### config.mk
export PLATFORM = sky130hd
export DESIGN_NAME = chunk_cut_logger
export DESIGN_NICKNAME = d
export VERILOG_FILES = /design/src/rtl/ccl_pkg.sv /design/src/rtl/ccl_tally.sv /design/src/rtl/ccl_hold.sv /design/src/rtl/chunk_cut_logger.sv
export SDC_FILE = /design/constraint.sdc
export NUM_CORES = 1
export LEC_CHECK = 0
export ABC_AREA = 1
export BUFFER_PORTS_ARGS = -buffer_cell sky130_fd_sc_hd__buf_2
export CORE_AREA = 2 2 106 88
export DETAILED_ROUTE_END_ITERATION = 12
export DIE_AREA = 0 0 108 90
export SKIP_LAST_GASP = 1
export SYNTH_ARGS = -nofsm -noshare
export SYNTH_HDL_FRONTEND = slang
export SYNTH_SLANG_ARGS = --single-unit
export TNS_END_PERCENT = 1
### constraint.sdc
create_clock -name clk -period 2.9 [get_ports clk]
set_input_delay 0.58 -clock clk [delete_from_list [all_inputs] [get_ports clk]]
set_output_delay 0.58 -clock clk [all_outputs]
set_load 0.02 [all_outputs]
### src/rtl/ccl_pkg.sv
`timescale 1ns/1ps
package ccl_pkg;
    typedef enum logic [2:0] {
        ST_IDLE,
        ST_REC,
        ST_LOGW,
        ST_RPLD,
        ST_RPRUN
    } ccl_state_e;

    localparam logic [1:0] CAUSE_OVF = 2'b01;
    localparam logic [1:0] CAUSE_SMC = 2'b10;
endpackage

### src/rtl/ccl_tally.sv
`timescale 1ns/1ps
module ccl_tally #(
    parameter int W = 16
) (
    input  logic         clk,
    input  logic         rst_n,
    input  logic         inc,
    input  logic         clr,
    output logic [W-1:0] q,
    output logic [W-1:0] sum
);
    assign sum = q + W'(inc);

    always_ff @(posedge clk or negedge rst_n) begin
        if (!rst_n)   q <= '0;
        else if (clr) q <= '0;
        else          q <= sum;
    end
endmodule

### src/rtl/ccl_hold.sv
`timescale 1ns/1ps
module ccl_hold #(
    parameter int W = 16
) (
    input  logic         clk,
    input  logic         rst_n,
    input  logic         load,
    input  logic [W-1:0] d,
    output logic [W-1:0] q
);
    always_ff @(posedge clk or negedge rst_n) begin
        if (!rst_n)    q <= '0;
        else if (load) q <= d;
    end
endmodule

### src/rtl/chunk_cut_logger.sv
`timescale 1ns/1ps
module chunk_cut_logger
    import ccl_pkg::*;
#(
    parameter int CNT_W     = 16,
    parameter int MAX_CHUNK = 1024
) (
    input  logic             clk,
    input  logic             rst_n,
    input  logic             replay_mode,
    input  logic             retire_vld,
    input  logic             ovf_req,
    input  logic             serialize_req,
    input  logic             smc_hit,
    output logic             commit_req,
    output logic             log_wr_vld,
    input  logic             log_wr_rdy,
    output logic [1:0]       log_wr_cause,
    output logic [CNT_W-1:0] log_wr_count,
    input  logic             log_rd_vld,
    input  logic [CNT_W-1:0] log_rd_count,
    output logic             log_rd_pop
);
    localparam int               CHUNK_W = $clog2(MAX_CHUNK + 1);
    localparam int               ENT_W   = CNT_W + 2;
    localparam logic [CHUNK_W-1:0] MAX_V = CHUNK_W'(MAX_CHUNK);

    ccl_state_e state, nxt_state;

    logic [CHUNK_W-1:0] chunk_q, chunk_sum;
    logic [CNT_W-1:0]   span_q, span_sum;
    logic [CNT_W-1:0]   tgt_q, tgt_eff;
    logic [ENT_W-1:0]   ent_q, ent_d;
    logic               chunk_clr, span_clr, ent_ld, tgt_ld;
    logic               commit_d, commit_q;
    logic               smc_end, hz_end, plain_end, tgt_live, tgt_hit;
    logic [1:0]         cause_d;

    // instruction count of the open chunk
    ccl_tally #(.W(CHUNK_W)) u_chunk (
        .clk(clk), .rst_n(rst_n), .inc(retire_vld), .clr(chunk_clr),
        .q(chunk_q), .sum(chunk_sum)
    );

    // distance since the last logged boundary
    ccl_tally #(.W(CNT_W)) u_span (
        .clk(clk), .rst_n(rst_n), .inc(retire_vld), .clr(span_clr),
        .q(span_q), .sum(span_sum)
    );

    ccl_hold #(.W(ENT_W)) u_entry (
        .clk(clk), .rst_n(rst_n), .load(ent_ld), .d(ent_d), .q(ent_q)
    );

    ccl_hold #(.W(CNT_W)) u_target (
        .clk(clk), .rst_n(rst_n), .load(tgt_ld), .d(log_rd_count), .q(tgt_q)
    );

    // trigger decode
    always_comb begin
        smc_end   = retire_vld && smc_hit;
        hz_end    = (smc_end || ovf_req) && (chunk_sum != '0);
        plain_end = (serialize_req && (chunk_sum != '0)) || (chunk_sum == MAX_V);
        cause_d   = smc_end ? CAUSE_SMC : CAUSE_OVF;
        ent_d     = {cause_d, span_sum};
        tgt_live  = (state == ST_RPRUN) || ((state == ST_RPLD) && log_rd_vld);
        tgt_eff   = (state == ST_RPLD) ? log_rd_count : tgt_q;
        tgt_hit   = tgt_live && (span_sum == tgt_eff);
    end

    // state register
    always_ff @(posedge clk or negedge rst_n) begin
        if (!rst_n) state <= ST_IDLE;
        else        state <= nxt_state;
    end

    // next state and datapath controls
    always_comb begin
        nxt_state = state;
        chunk_clr = 1'b0;
        span_clr  = 1'b0;
        commit_d  = 1'b0;
        ent_ld    = 1'b0;
        tgt_ld    = 1'b0;
        unique case (state)
            ST_IDLE: begin
                nxt_state = replay_mode ? ST_RPLD : ST_REC;
            end
            ST_REC: begin
                if (hz_end) begin
                    ent_ld    = 1'b1;
                    chunk_clr = 1'b1;
                    span_clr  = 1'b1;
                    nxt_state = ST_LOGW;
                end else if (plain_end) begin
                    commit_d  = 1'b1;
                    chunk_clr = 1'b1;
                end
            end
            ST_LOGW: begin
                if (log_wr_rdy) begin
                    commit_d  = 1'b1;
                    nxt_state = ST_REC;
                end
            end
            ST_RPLD, ST_RPRUN: begin
                if (tgt_hit) begin
                    commit_d  = 1'b1;
                    chunk_clr = 1'b1;
                    span_clr  = 1'b1;
                    nxt_state = ST_RPLD;
                end else begin
                    if (plain_end) begin
                        commit_d  = 1'b1;
                        chunk_clr = 1'b1;
                    end
                    if ((state == ST_RPLD) && log_rd_vld) begin
                        tgt_ld    = 1'b1;
                        nxt_state = ST_RPRUN;
                    end
                end
            end
            default: nxt_state = ST_IDLE;
        endcase
    end

    always_ff @(posedge clk or negedge rst_n) begin
        if (!rst_n) commit_q <= 1'b0;
        else        commit_q <= commit_d;
    end

    // outputs
    always_comb begin
        commit_req   = commit_q;
        log_wr_vld   = (state == ST_LOGW);
        log_wr_cause = ent_q[ENT_W-1 -: 2];
        log_wr_count = ent_q[CNT_W-1:0];
        log_rd_pop   = (state == ST_RPLD) && log_rd_vld;
    end
endmodule

* Yosys cells after proc, flatten, opt, wreduce, memory -nomap -nowiden
Index checks and enable logic that the tools add are counted.
Word-level totals: flip-flop bits (word level) 65, bits of input ports 25, word-level logic and storage cells 53, output and inout port bits 21
Operators by class: reductions and logical operators 12, equality and inequality tests 9, $add $sub $neg 2, multiplexer cells 24
Operators by type and width (number):
- two-way mux 16 bit | 2
- adder 16 x 1 -> 16 bit | 1
- == test 16 bit | 1
- two-way mux 3 bit | 4
- case mux 3 bit (4 select lines) | 1
- adder 11 x 1 -> 11 bit | 1
- == test 11 bit, second input constant | 1
- two-way mux 1 bit | 11
- two-way mux 11 bit | 1
- nonzero test 11 bit | 1
- == test 3 x 2 -> 1 bit, second input constant | 2
- logical AND 1 bit | 5
- two-way mux 2 bit | 2
- case mux 1 bit (2 select lines) | 2
- == test 3 x 1 -> 1 bit, second input constant | 1
- == test 3 bit, second input constant | 1
- zero test 3 bit | 1
- logical OR 1 bit | 3
- inequality test 3 bit, second input constant | 1
- case mux 1 bit (3 select lines) | 1
- AND reduction 3 bit | 1
- inequality test 2 x 1 -> 1 bit, second input constant | 1
- inequality test 2 bit, second input constant | 1
- OR reduction 2 bit | 1

* Longest topological paths before layout
Gate-level depths: netlist of run 1.
depth after elaboration 8, gate-level depth with buffers 18

* By module
From an unflattened synthesis of run 1, not the netlist that was laid out.
Unflattened totals: cell total of the unflattened synthesis 553, area, all modules 3950.0 um^2
Modules (own cells, without submodules):
- chunk_cut_logger | area an instance 1034.7 um^2, instances 1, cells an instance 201
- ccl_tally (u_span) | area an instance 960.9 um^2, instances 1, cells an instance 128
- ccl_hold (u_entry) | area an instance 710.7 um^2, instances 1, cells an instance 76
- ccl_hold (u_target) | area an instance 644.4 um^2, instances 1, cells an instance 68
- ccl_tally (u_chunk) | area an instance 599.3 um^2, instances 1, cells an instance 80

* Least setup slack after synthesis of run 1
OpenSTA, ideal clock, no wires.
path kind input -> register, start point input port retire_vld, end point register u_chunk.q[9], arrival 2260 ps, data required time 2774 ps, cell stages on the path 18, path slack 514 ps, path through ha_1 ha_1 nand2_1 nor2_1 buf_4 nand2_1 nand2_1 nand3_1 nand2_1 nor2_1 nand2_1 nor2_2 nand4_4 nand2_1 nand2_1 nand2_1 buf_4 nor2_1
Between the ends: cells in the longest elaborated chain, start to end 8, elaborated cells between the ends (all ways) 16, those cells by class 2 x add/sub; 2 x eq/ne; 5 x mux; 7 x reduce/logical
Ends and longest elaborated chain:
- from (decl) | RTL line chunk_cut_logger.sv:11 | input logic retire_vld,
- adder 11 x 1 -> 11 bit | RTL line ccl_tally.sv:12 | assign sum = q + W'(inc);
- nonzero test 11 bit | RTL line chunk_cut_logger.sv:62, chunk_cut_logger.sv:63
- logical AND 1 bit | RTL line chunk_cut_logger.sv:63 | plain_end = (serialize_req && (chunk_sum != '0)) || (chunk_sum == MAX_V);
- logical OR 1 bit | RTL line chunk_cut_logger.sv:63
- two-way mux 1 bit | RTL line chunk_cut_logger.sv:95, chunk_cut_logger.sv:113
- two-way mux 1 bit (on tied branches) | RTL line chunk_cut_logger.sv:107, chunk_cut_logger.sv:90
- case mux 1 bit (2 select lines) | RTL line chunk_cut_logger.sv:85 | unique case (state)
- two-way mux 11 bit (*) | RTL line ccl_tally.sv:16 | else if (clr) q <= '0;
- to (signal assigned) | RTL line ccl_tally.sv:17 | else q <= sum;
- to (decl) | RTL line ccl_tally.sv:9 | output logic [W-1:0] q,
Every way passes the cells marked *; elsewhere a longest branch is shown, timed or not. A chain may end at the register's enable or synchronous reset.

* Worst setup path in the final report of run 1
start point input port retire_vld, end point register u_entry.q[8]
Between the ends: cells in the longest elaborated chain, start to end 5, elaborated cells between the ends (all ways) 8, those cells by class 2 x add/sub; 2 x mux; 4 x reduce/logical
Ends and longest elaborated chain:
- adder 11 x 1 -> 11 bit / logical AND 1 bit (equally long branches) | RTL line ccl_tally.sv:12, chunk_cut_logger.sv:61
- nonzero test 11 bit / logical OR 1 bit (equally long branches) | RTL line chunk_cut_logger.sv:62 | hz_end = (smc_end || ovf_req) && (chunk_sum != '0);
- logical AND 1 bit | RTL line chunk_cut_logger.sv:62
- two-way mux 1 bit | RTL line chunk_cut_logger.sv:90 | if (hz_end) begin
- two-way mux 1 bit | RTL line chunk_cut_logger.sv:85
- to (signal assigned) | RTL line ccl_hold.sv:12 | if (!rst_n) q <= '0;
- to (signal assigned) | RTL line ccl_hold.sv:13 | else if (load) q <= d;
- to (decl) | RTL line ccl_hold.sv:9 | output logic [W-1:0] q
Parallel ways exist; a longest one is shown, timed or not.

==> out/metrics.cfg, run 1 <==
[pwr]
peakVddDrop_mv = 0.549
clock_power_share_pct = 21.6
leakagePower_nw = 2.41
power_switching_mw = 1.78
p_comb_share_pct = 46.6
p_sw_share_pct = 42.6
p_total_mw = 4.18
powerDensity_mw_per_mm2 = 929
p_int_mw = 2.40
power_frac_seq_pct = 31.9

[cells_and_area]
drive_gt1_share_pct = 17.5
num_antenna_cells = 0
layoutNonFillerInstCount = 720
layout.cells.most_common = nand2_1
mostFrequentLayoutCells = 188 x nand2_1, 65 x dfrtp_1, 64 x inv_1
nFillCells = 869
multiInputGateArea_mm2 = 0.00182
area_delta_synth_final_pct = 17.9
fin_nets = 630
regArea_mm2 = 0.00163

[grt]
grt_util_met1_pct = 32.9
grt_overflow = 0
grt_start_max_net_pins = 39
top_usage_layer = met1
gr-usage-met2_pct = 26.8
grt_pass1_wl_mm = 15.4
grt_pass1_vias = 3171
grt_use_total_pct = 20.4
antenna_found_initial = 0
use_met3_pct = 3.84

[sta]
hold_viol_final = 0
finalSetupViolCount = 0
setup-tns-final_ns = 0
max_freq_mhz = 396
worst_pin_slew_ns = 0.343
fin_crit_sh_pct = 87.0
rsz0062_at_grt = no
skew_ns = 0.00978
min_period_ns = 2.52
slew_headroom_pct = 77.0
drv_slew = 0

[detailed_routing]
drc = 0
routedWlPerCell_um = 12.8
first_pass_iters = 5
drt_iter0_markers = 219
drt_wl_total_mm = 9.20
vias = 3523
ant_nets = 0
via_per_inst = 4.89

[die]
initial_utilization_pct = 43.7
floorplan.die_area_mm2 = 0.00972
die_w_um = 108
die_h_um = 90
core_area_mm2 = 0.00873
row_count = 31
pin_count = 46

[worst_hold_path]
hold_class = in2async

[clocking]
worstSkewPairLatency_ns = 0.36
path_clk_slew_ns = 0.08
cts_tree = built
clock_sinks = 65
cts_buffers = 9
post_cts_buffers = 0
cts_resized = 0
htree_levels = 3
root_buffer = clkbuf_8
holdBufCountCts = 0
cts_buffer_depth = 2

[critical_path]
crit_family = simple AND/OR/NAND/NOR gates
end_kind = register
r2r-end = u_entry.q[8]$_DFFE_PN0P_
cp.depth = 17
critPathKind = in2reg
arrival_ns = 2.76
cpMaxStageDelayCell = nor2_1
endpoint = u_entry.q[8]$_DFFE_PN0P_
path_cells = buf_2 > ha_1 > ha_1 > nand3_1 > nor2_1 > nand3_1 > xnor2_1 > inv_1 > nand2_1 > nor2_1 > nand2_1 > nand2_1 > nor2_4 > inv_2 > buf_4 > nand2_1 > o21ai_0
r2r_setup_slack_ns = 0.40
slowest_delay_ns = 0.22
crit_required_ns = 3.13
r2r_cells = 16
cp-startpoint = retire_vld
cp_max_fo = 30
critical_path_buf_inv_count = 4
r2r-start = u_chunk.q[0]$_DFF_PN0_
crit_top_cell = nand2_1
critPathLaunchType = input pin

[placement]
gp_congestion = 0.884
port_buffers = 45
dp.cells = 704
post-dp-hpwl_mm = 7.01

[synthesis]
synth_top_area_share_pct = 42.6
yosysWarnings = 0
ys_ff_latch = 65
synthTopCellsByArea = dfrtp_1 43%, nand2_1 18%, nand3_1 6.7%
synth.largest_area_cell = dfrtp_1
yosysSeqAreaShare_pct = 42.6
syn-cell-area_mm2 = 0.00382
synth.avg_cell_area_um2 = 7.11
netlist-cell-type-count = 28
syn-num-nets = 567
postSynthCellCount = 537

[status]
status = finished clean

[run]
maxCapViolCount = 0

-- sequential cells by signal (all words and copies together), names as in the netlist --
| name | flops |
|---|---|
| commit_req | 1 |
| state | 3 |
| u_chunk.q | 11 |
| u_entry.q | 18 |
| u_span.q | 16 |
| u_target.q | 16 |
-- worst min-delay path by stage --
stage	slack [ns]	from	cells after the start	end
final	0.1	rst_n	1	u_chunk.q[3]$_DFF_PN0_
after global routing	0.11	rst_n	1	u_chunk.q[3]$_DFF_PN0_
after CTS	0.09	rst_n	1	u_chunk.q[3]$_DFF_PN0_
after detailed placement	0.46	u_entry.q[7]$_DFFE_PN0P_	2	u_entry.q[7]$_DFFE_PN0P_
after global placement	0.46	u_entry.q[7]$_DFFE_PN0P_	2	u_entry.q[7]$_DFFE_PN0P_
after floorplan	0.28	rst_n	0	commit_req$_DFF_PN0_
-- per-layer routing --
layer	wire length, µm	share of wire, %	vias up
met5	0	0	-
met1	4960	54	1567
met3	604	6.6	16
li1	-	-	1829
met2	3500	38	111
met4	138	1.5	0
-- Yosys cell counts (all sizes together) --
cell / n
a21oi: 10
a31oi: 1
buf: 15
dfrtp: 65
ha: 5
inv: 68
nand2: 190
nand3: 53
nand3b: 3
nand4: 14
nor2: 60
nor3: 2
nor4: 1
o21a: 1
o21ai: 36
or2: 2
xnor2: 4
xor2: 7
-- area by class of cell --
type | instances | share of cell area [%]
clock buffer | 10 | 3.06
clock inverter | 6 | 2.00
inverter | 68 | 5.67
multi-input combinational | 389 | 40.4
sequential | 65 | 36.1
tap | 115 | 3.20
timing repair buffer | 67 | 9.51
-- power groups by stage --
stage	registers [mW]	logic (mW)	clock network, mW
after floorplan	1.41	1.31	0
after global placement	1.34	1.92	0
final	1.33	1.95	0.902
after detailed placement	1.34	1.95	0
after global routing	1.37	2.23	0.959
after CTS	1.33	1.96	0.929
-- cells by family after synthesis --
logic type                 Yosys count  synth area share, %
AOI/OAI and AO/OA                   48                 6.69
xor gates and xnor gates            11                 2.52
adders and majority gates            5                 1.64
buffers and inverters               83                 9.73
DFF                                 65                 42.6
and+or+nand+nor                    325                 36.8
-- stage by stage --
step                      setup slack, ns  utilization (%)  hold slack, ns  instance area (µm²)
after floorplan                     0.514                -           0.284                 3820
after global placement             0.0905             49.0           0.459                 4270
after detailed placement          0.00700             49.0           0.462                 4270
after CTS                           0.383             51.6          0.0944                 4500
after global routing               0.0766             51.6           0.110                 4500
final                               0.377             51.6          0.0954                 4500
(Power assumes the default switching activity.)
==> run 2: changes to the inputs <==
==> constraint.sdc (replaced) <==
create_clock -name clk -period 2.9 [get_ports clk]
set_input_delay 0.29 -clock clk [delete_from_list [all_inputs] [get_ports clk]]
set_output_delay 0.29 -clock clk [all_outputs]
set_load 0.02 [all_outputs]
==> run 2 against run 1 <==
First-iteration DRC count up 5.5%. Fmax shrank 0.68%. Flip-flop and latch count unchanged. Clock skew shrank 0.0011 ns. Sequential share of layout area increased by 0.70 points. Critical path type is now reg2reg. Largest cell class unchanged.
==> out/metrics.cfg, run 2 (synthesized netlist as in run 1, its figures left out) <==
[pwr]
clock_power_share_pct = 20.1
peakVddDrop_mv = 0.498
p_int_mw = 2.32
leakagePower_nw = 2.36
p_comb_share_pct = 47.4
power_frac_seq_pct = 32.4
p_sw_share_pct = 43.0
power_switching_mw = 1.74
powerDensity_mw_per_mm2 = 919
p_total_mw = 4.06

[die]
die_w_um = 108
floorplan.die_area_mm2 = 0.00972
pin_count = 46
core_area_mm2 = 0.00873
row_count = 31
die_h_um = 90
initial_utilization_pct = 43.7

[run]
maxCapViolCount = 0

[worst_hold_path]
hold_depth = 3
hold_class = in2reg
worst_hold_path.endpoint = u_target.q[14]$_DFFE_PN0P_
hold_start = log_rd_count[14]

[sta]
skew_ns = 0.00865
min_period_ns = 2.54
drv_slew = 0
max_freq_mhz = 394
hold_viol_final = 0
finalSetupViolCount = 0
fin_crit_sh_pct = 87.6
setup-tns-final_ns = 0
whs_ns = 0.196
rsz0062_at_grt = no
slew_headroom_pct = 51.9
worst_pin_slew_ns = 0.722

[detailed_routing]
vias = 3451
ant_nets = 0
first_pass_iters = 5
drt_wl_total_mm = 9.07
via_per_inst = 4.86
drc = 0
drt_iter0_markers = 231
routedWlPerCell_um = 12.8

[clocking]
root_buffer = clkbuf_8
path_clk_slew_ns = 0.07
cts_tree = built
post_cts_buffers = 0
cts_resized = 0
cts_buffers = 9
htree_levels = 3
clock_sinks = 65
worstSkewPairLatency_ns = 0.34
cts_buffer_depth = 2

[critical_path]
cp_max_fo = 30
cpMaxStageDelayCell = dfrtp_1
critPathKind = reg2reg
cp-startpoint = u_chunk.q[0]$_DFF_PN0_
end_kind = register
r2r_cells = 16
critPathLaunchType = register
crit_required_ns = 3.12
path_cells = ha_1 > ha_1 > nand3_1 > nor2_1 > nand3_1 > xnor2_1 > inv_1 > nand2_1 > nor2_1 > nand2_1 > nand2_1 > nor2_4 > inv_2 > buf_4 > nand2_1 > o21ai_0
critical_path_buf_inv_count = 3
slowest_delay_ns = 0.33
r2r_setup_slack_ns = 0.36
r2r-end = u_entry.q[5]$_DFFE_PN0P_
crit_top_cell = nand2_1
r2r-start = u_chunk.q[0]$_DFF_PN0_
arrival_ns = 2.76
crit_family = simple AND/OR/NAND/NOR gates

[cells_and_area]
final_area_mm2 = 0.00442
largest_register = u_entry.q
fin_nets = 620
drive_gt1_share_pct = 16.0
layout.cells.most_common = nand2_1
mostFrequentLayoutCells = 188 x nand2_1, 65 x dfrtp_1, 64 x inv_1
layoutNonFillerInstCount = 710
multiInputGateArea_mm2 = 0.00182
area_delta_synth_final_pct = 15.7
largest_reg_flops = 18
nFillCells = 902
num_antenna_cells = 0
reg_top3 = u_entry.q: 18 flops, u_span.q: 16 flops, u_target.q: 16 flops
regArea_mm2 = 0.00163

[placement]
gp_congestion = 0.846
post-dp-hpwl_mm = 6.96
dp.cells = 693
placed_area_mm2 = 0.00419
port_buffers = 45

[status]
status = finished clean

[grt]
grt_start_max_net_pins = 39
grt_pass1_wl_mm = 15.4
grt_pass1_vias = 3158
grt_overflow = 0
antenna_found_initial = 0
grt_use_total_pct = 20.4

[run 2: timing repair]
item                       in CTS  in global routing
hold endpoints to repair        3                  0
hold buffers                    1                  0
setup endpoints to repair       0                  0
[run 2: layout make-up]
type | instances | area share (%)
Clock buffer | 12 | 3.74
Multi-Input combinational cell | 389 | 41.2
Timing Repair Buffer | 57 | 8.05
Inverter | 68 | 5.78
Tap cell | 115 | 3.26
Clock inverter | 4 | 1.13
Sequential cell | 65 | 36.8
[run 2: per-layer routing]
layer	up-vias	global-route usage, %	part of all wire (%)
met2	97	27.0	39
met3	12	4.64	5.2
met1	1548	32.3	55
met5	-	0	0
li1	1794	-	-
met4	0	6.41	1.3
[run 2: power groups by stage]
stage	clock network, mW	registers (mW)	logic [mW]
6_report	0.818	1.32	1.93
4_1_cts	0.843	1.32	1.93
5_1_grt	0.872	1.35	2.19
3_5_place_dp	0	1.33	1.92
3_3_place_gp	0	1.32	1.89
2_1_floorplan	0	1.41	1.31
[run 2: worst max path at each step]
stage / endpoint / slack, ns / depth (start not counted)
2_1_floorplan: u_chunk.q[9]$_DFF_PN0_ / 0.74 / 18
3_3_place_gp: u_entry.q[14]$_DFFE_PN0P_ / 0.25 / 17
3_5_place_dp: u_entry.q[5]$_DFFE_PN0P_ / 0.26 / 17
4_1_cts: u_entry.q[5]$_DFFE_PN0P_ / 0.35 / 16
5_1_grt: u_entry.q[8]$_DFFE_PN0P_ / 0.05 / 16
6_report: u_entry.q[5]$_DFFE_PN0P_ / 0.36 / 16
[run 2: through the flow]
| step | worst slack (ns) | utilization, % |
|---|---|---|
| floorplan | 0.735 | - |
| global placement | 0.247 | 48.0 |
| detailed placement | 0.255 | 48.0 |
| CTS | 0.347 | 50.6 |
| global route | 0.0505 | 50.6 |
| finish | 0.360 | 50.6 |
[run 2: tightest hold or removal path, stage by stage]
cell and delay [ns]:
buf_2 0.09, nor2_1 0.04, a21oi_2 0.08
==> run 3: changes to the inputs <==
--- a/config.mk
+++ b/config.mk
@@ -7,9 +7,9 @@
 export LEC_CHECK = 0
 export ABC_AREA = 1
 export BUFFER_PORTS_ARGS = -buffer_cell sky130_fd_sc_hd__buf_2
-export CORE_AREA = 2 2 106 88
+export CORE_AREA = 2 2 142 116
 export DETAILED_ROUTE_END_ITERATION = 12
-export DIE_AREA = 0 0 108 90
+export DIE_AREA = 0 0 144 118
 export SKIP_LAST_GASP = 1
 export SYNTH_ARGS = -nofsm -noshare
 export SYNTH_HDL_FRONTEND = slang
==> constraint.sdc (replaced) <==
create_clock -name clk -period 2.5 [get_ports clk]
set_input_delay 0.25 -clock clk [delete_from_list [all_inputs] [get_ports clk]]
set_output_delay 0.25 -clock clk [all_outputs]
set_load 0.02 [all_outputs]
==> run 3 against run 2 <==
Largest cell class unchanged. Clock power grew 76%. Critical path depth is 1 higher. Count of clock-buffer cells in the layout shrank 1. Highest routed layer is now met5. Design area rose by 11%. Worst setup slack got worse by 0.25 ns. Register-to-register slack got worse by 0.25 ns. Core utilization decreased by 19 points. Flip-flop and latch count stayed put. Sequential power up 19%.
==> out/metrics.cfg, run 3 (synthesized netlist as in run 1, its figures left out) <==
[status]
status = finished clean

[detailed_routing]
first_pass_iters = 4
drt_wl_total_mm = 10.1
routedWlPerCell_um = 12.3
ant_nets = 0
via_per_inst = 4.17
vias = 3434
drc = 0
drt_iter0_markers = 245

[cells_and_area]
largest_register = u_entry.q
mostFrequentLayoutCells = 182 x nand2_1, 65 x dfrtp_1, 64 x inv_1
nFillCells = 1665
drive_gt1_share_pct = 20.1
fin_nets = 632
area_delta_synth_final_pct = 28.4
final_area_mm2 = 0.00490
largest_reg_flops = 18
layout.cells.most_common = nand2_1
layoutNonFillerInstCount = 823
reg_top3 = u_entry.q: 18 flops, u_span.q: 16 flops, u_target.q: 16 flops

[clocking]
root_buffer = clkbuf_16
cts_buffers = 9
cts_tree = built
htree_levels = 3
worstSkewPairLatency_ns = 0.33
path_clk_slew_ns = 0.05
clock_sinks = 65
cts_buffer_depth = 2

[die]
initial_utilization_pct = 24.6
floorplan.die_area_mm2 = 0.0170
die_h_um = 118
row_count = 41
pin_count = 46
die_w_um = 144
core_area_mm2 = 0.0155

[pwr]
peakVddDrop_mv = 0.342
leakagePower_nw = 2.50
powerDensity_mw_per_mm2 = 1110
p_total_mw = 5.42

[worst_hold_path]
hold_depth = 3
worst_hold_path.endpoint = commit_req$_DFF_PN0_
hold_class = in2reg
hold_start = log_wr_rdy

[sta]
fin_crit_sh_pct = 95.5
rsz0062_at_grt = yes
slew_headroom_pct = 52.8
skew_ns = 0.00738
min_period_ns = 2.39
max_freq_mhz = 419
setup-tns-final_ns = 0
hold_viol_final = 0
drv_slew = 0
finalSetupViolCount = 0
worst_pin_slew_ns = 0.708
whs_ns = 0.173

[placement]
gp_congestion = 0.834
placed_area_mm2 = 0.00440
dp.cells = 802
post-dp-hpwl_mm = 7.54
port_buffers = 45

[critical_path]
arrival_ns = 2.59
critPathKind = reg2reg
end_kind = register
critPathLaunchType = register
crit_required_ns = 2.71
r2r_setup_slack_ns = 0.11
r2r-start = u_span.q[0]$_DFF_PN0_
cp_max_fo = 7
r2r_cells = 17
r2r-end = u_chunk.q[5]$_DFF_PN0_

[run]
maxCapViolCount = 0

[grt]
grt_start_max_net_pins = 39
grt_use_total_pct = 12.2
antenna_found_initial = 2
grt_pass1_vias = 3176
grt_pass1_wl_mm = 16.1
grt_overflow = 0

==> run 3: changes by cell type in the layout (fill, tap and decap cells not counted), moves of 5 or more <==
| cell | previous run | this run |
|---|---|---|
| clkbuf_8 | 12 | 0 |
| nand2_2 | 2 | 7 |
| nor2_4 | 2 | 9 |
| clkbuf_16 | 0 | 10 |
| nand2_1 | 188 | 182 |
| buf_4 | 8 | 14 |
==> run 3: cell type report <==
cell class / instances / area, µm² / area share (%)
Multi-Input combinational cell: 389 / 1930 / 39.3
Sequential cell: 65 / 1630 / 33.2
Timing Repair Buffer: 69 / 484 / 9.87
Tap cell: 215 / 269 / 5.49
Inverter: 68 / 255 / 5.21
Clock buffer: 11 / 233 / 4.75
Clock inverter: 5 / 104 / 2.12
Antenna cell: 1 / 2.50 / 0.0510
==> run 3: how the worst max path moves through the flow <==
stage                           from                      to  slack (ns)
2_1_floorplan  u_span.q[0]$_DFF_PN0_  u_chunk.q[9]$_DFF_PN0_        0.34
3_3_place_gp              retire_vld  u_chunk.q[5]$_DFF_PN0_        0.04
3_5_place_dp              retire_vld  u_chunk.q[5]$_DFF_PN0_       0.004
4_1_cts        u_span.q[0]$_DFF_PN0_  u_chunk.q[5]$_DFF_PN0_        0.02
5_1_grt        u_span.q[0]$_DFF_PN0_  u_chunk.q[5]$_DFF_PN0_       -0.04
6_report       u_span.q[0]$_DFF_PN0_  u_chunk.q[5]$_DFF_PN0_        0.11
==> run 3: per-layer routing <==
metal	GRT usage, %	vias to the layer above	share of wire, %
li1	-	1831	-
met1	18.7	1527	53
met2	16.0	64	39
met3	4.11	10	7.1
met4	3.19	2	0.78
met5	0	-	0.13
==> run 3: timing repair <==
action / CTS / global route
setup buffers: 0 / 1
setup endpoints to repair: 0 / 63
hold buffers: 1 / 0
resized for setup: 0 / 31
hold endpoints to repair: 27 / 0
==> run 3: power by group <==
group	internal, mW	leakage (nW)	switching [mW]	total (mW)
clock network	0.974	0.164	0.467	1.44
logic	0.936	1.48	1.48	2.41
registers	1.35	0.851	0.217	1.57
==> run 3: metrics by stage <==
| step | utilization [%] | setup WS (ns) |
|---|---|---|
| after floorplan | - | 0.335 |
| after detailed placement | 28.3 | 0.00403 |
| after global routing | 31.5 | -0.0375 |
| after CTS | 30.5 | 0.0232 |
| after global placement | 28.3 | 0.0370 |
| final | 31.5 | 0.112 |
==> run 3: worst max-delay path, stage by stage (launching register included) <==
cell and delay [ns]:
dfrtp_1 0.36, ha_2 0.19, ha_4 0.15, nand2_2 0.07, nor2_4 0.15, buf_2 0.19
nand3_1 0.11, nand3_1 0.10, nand2_1 0.05, nor2_1 0.10, nand2_1 0.07, nor2_2 0.12
nand4_4 0.16, nand2_2 0.11, nand2_2 0.06, nand2_2 0.09, buf_6 0.13, nor2_1 0.04
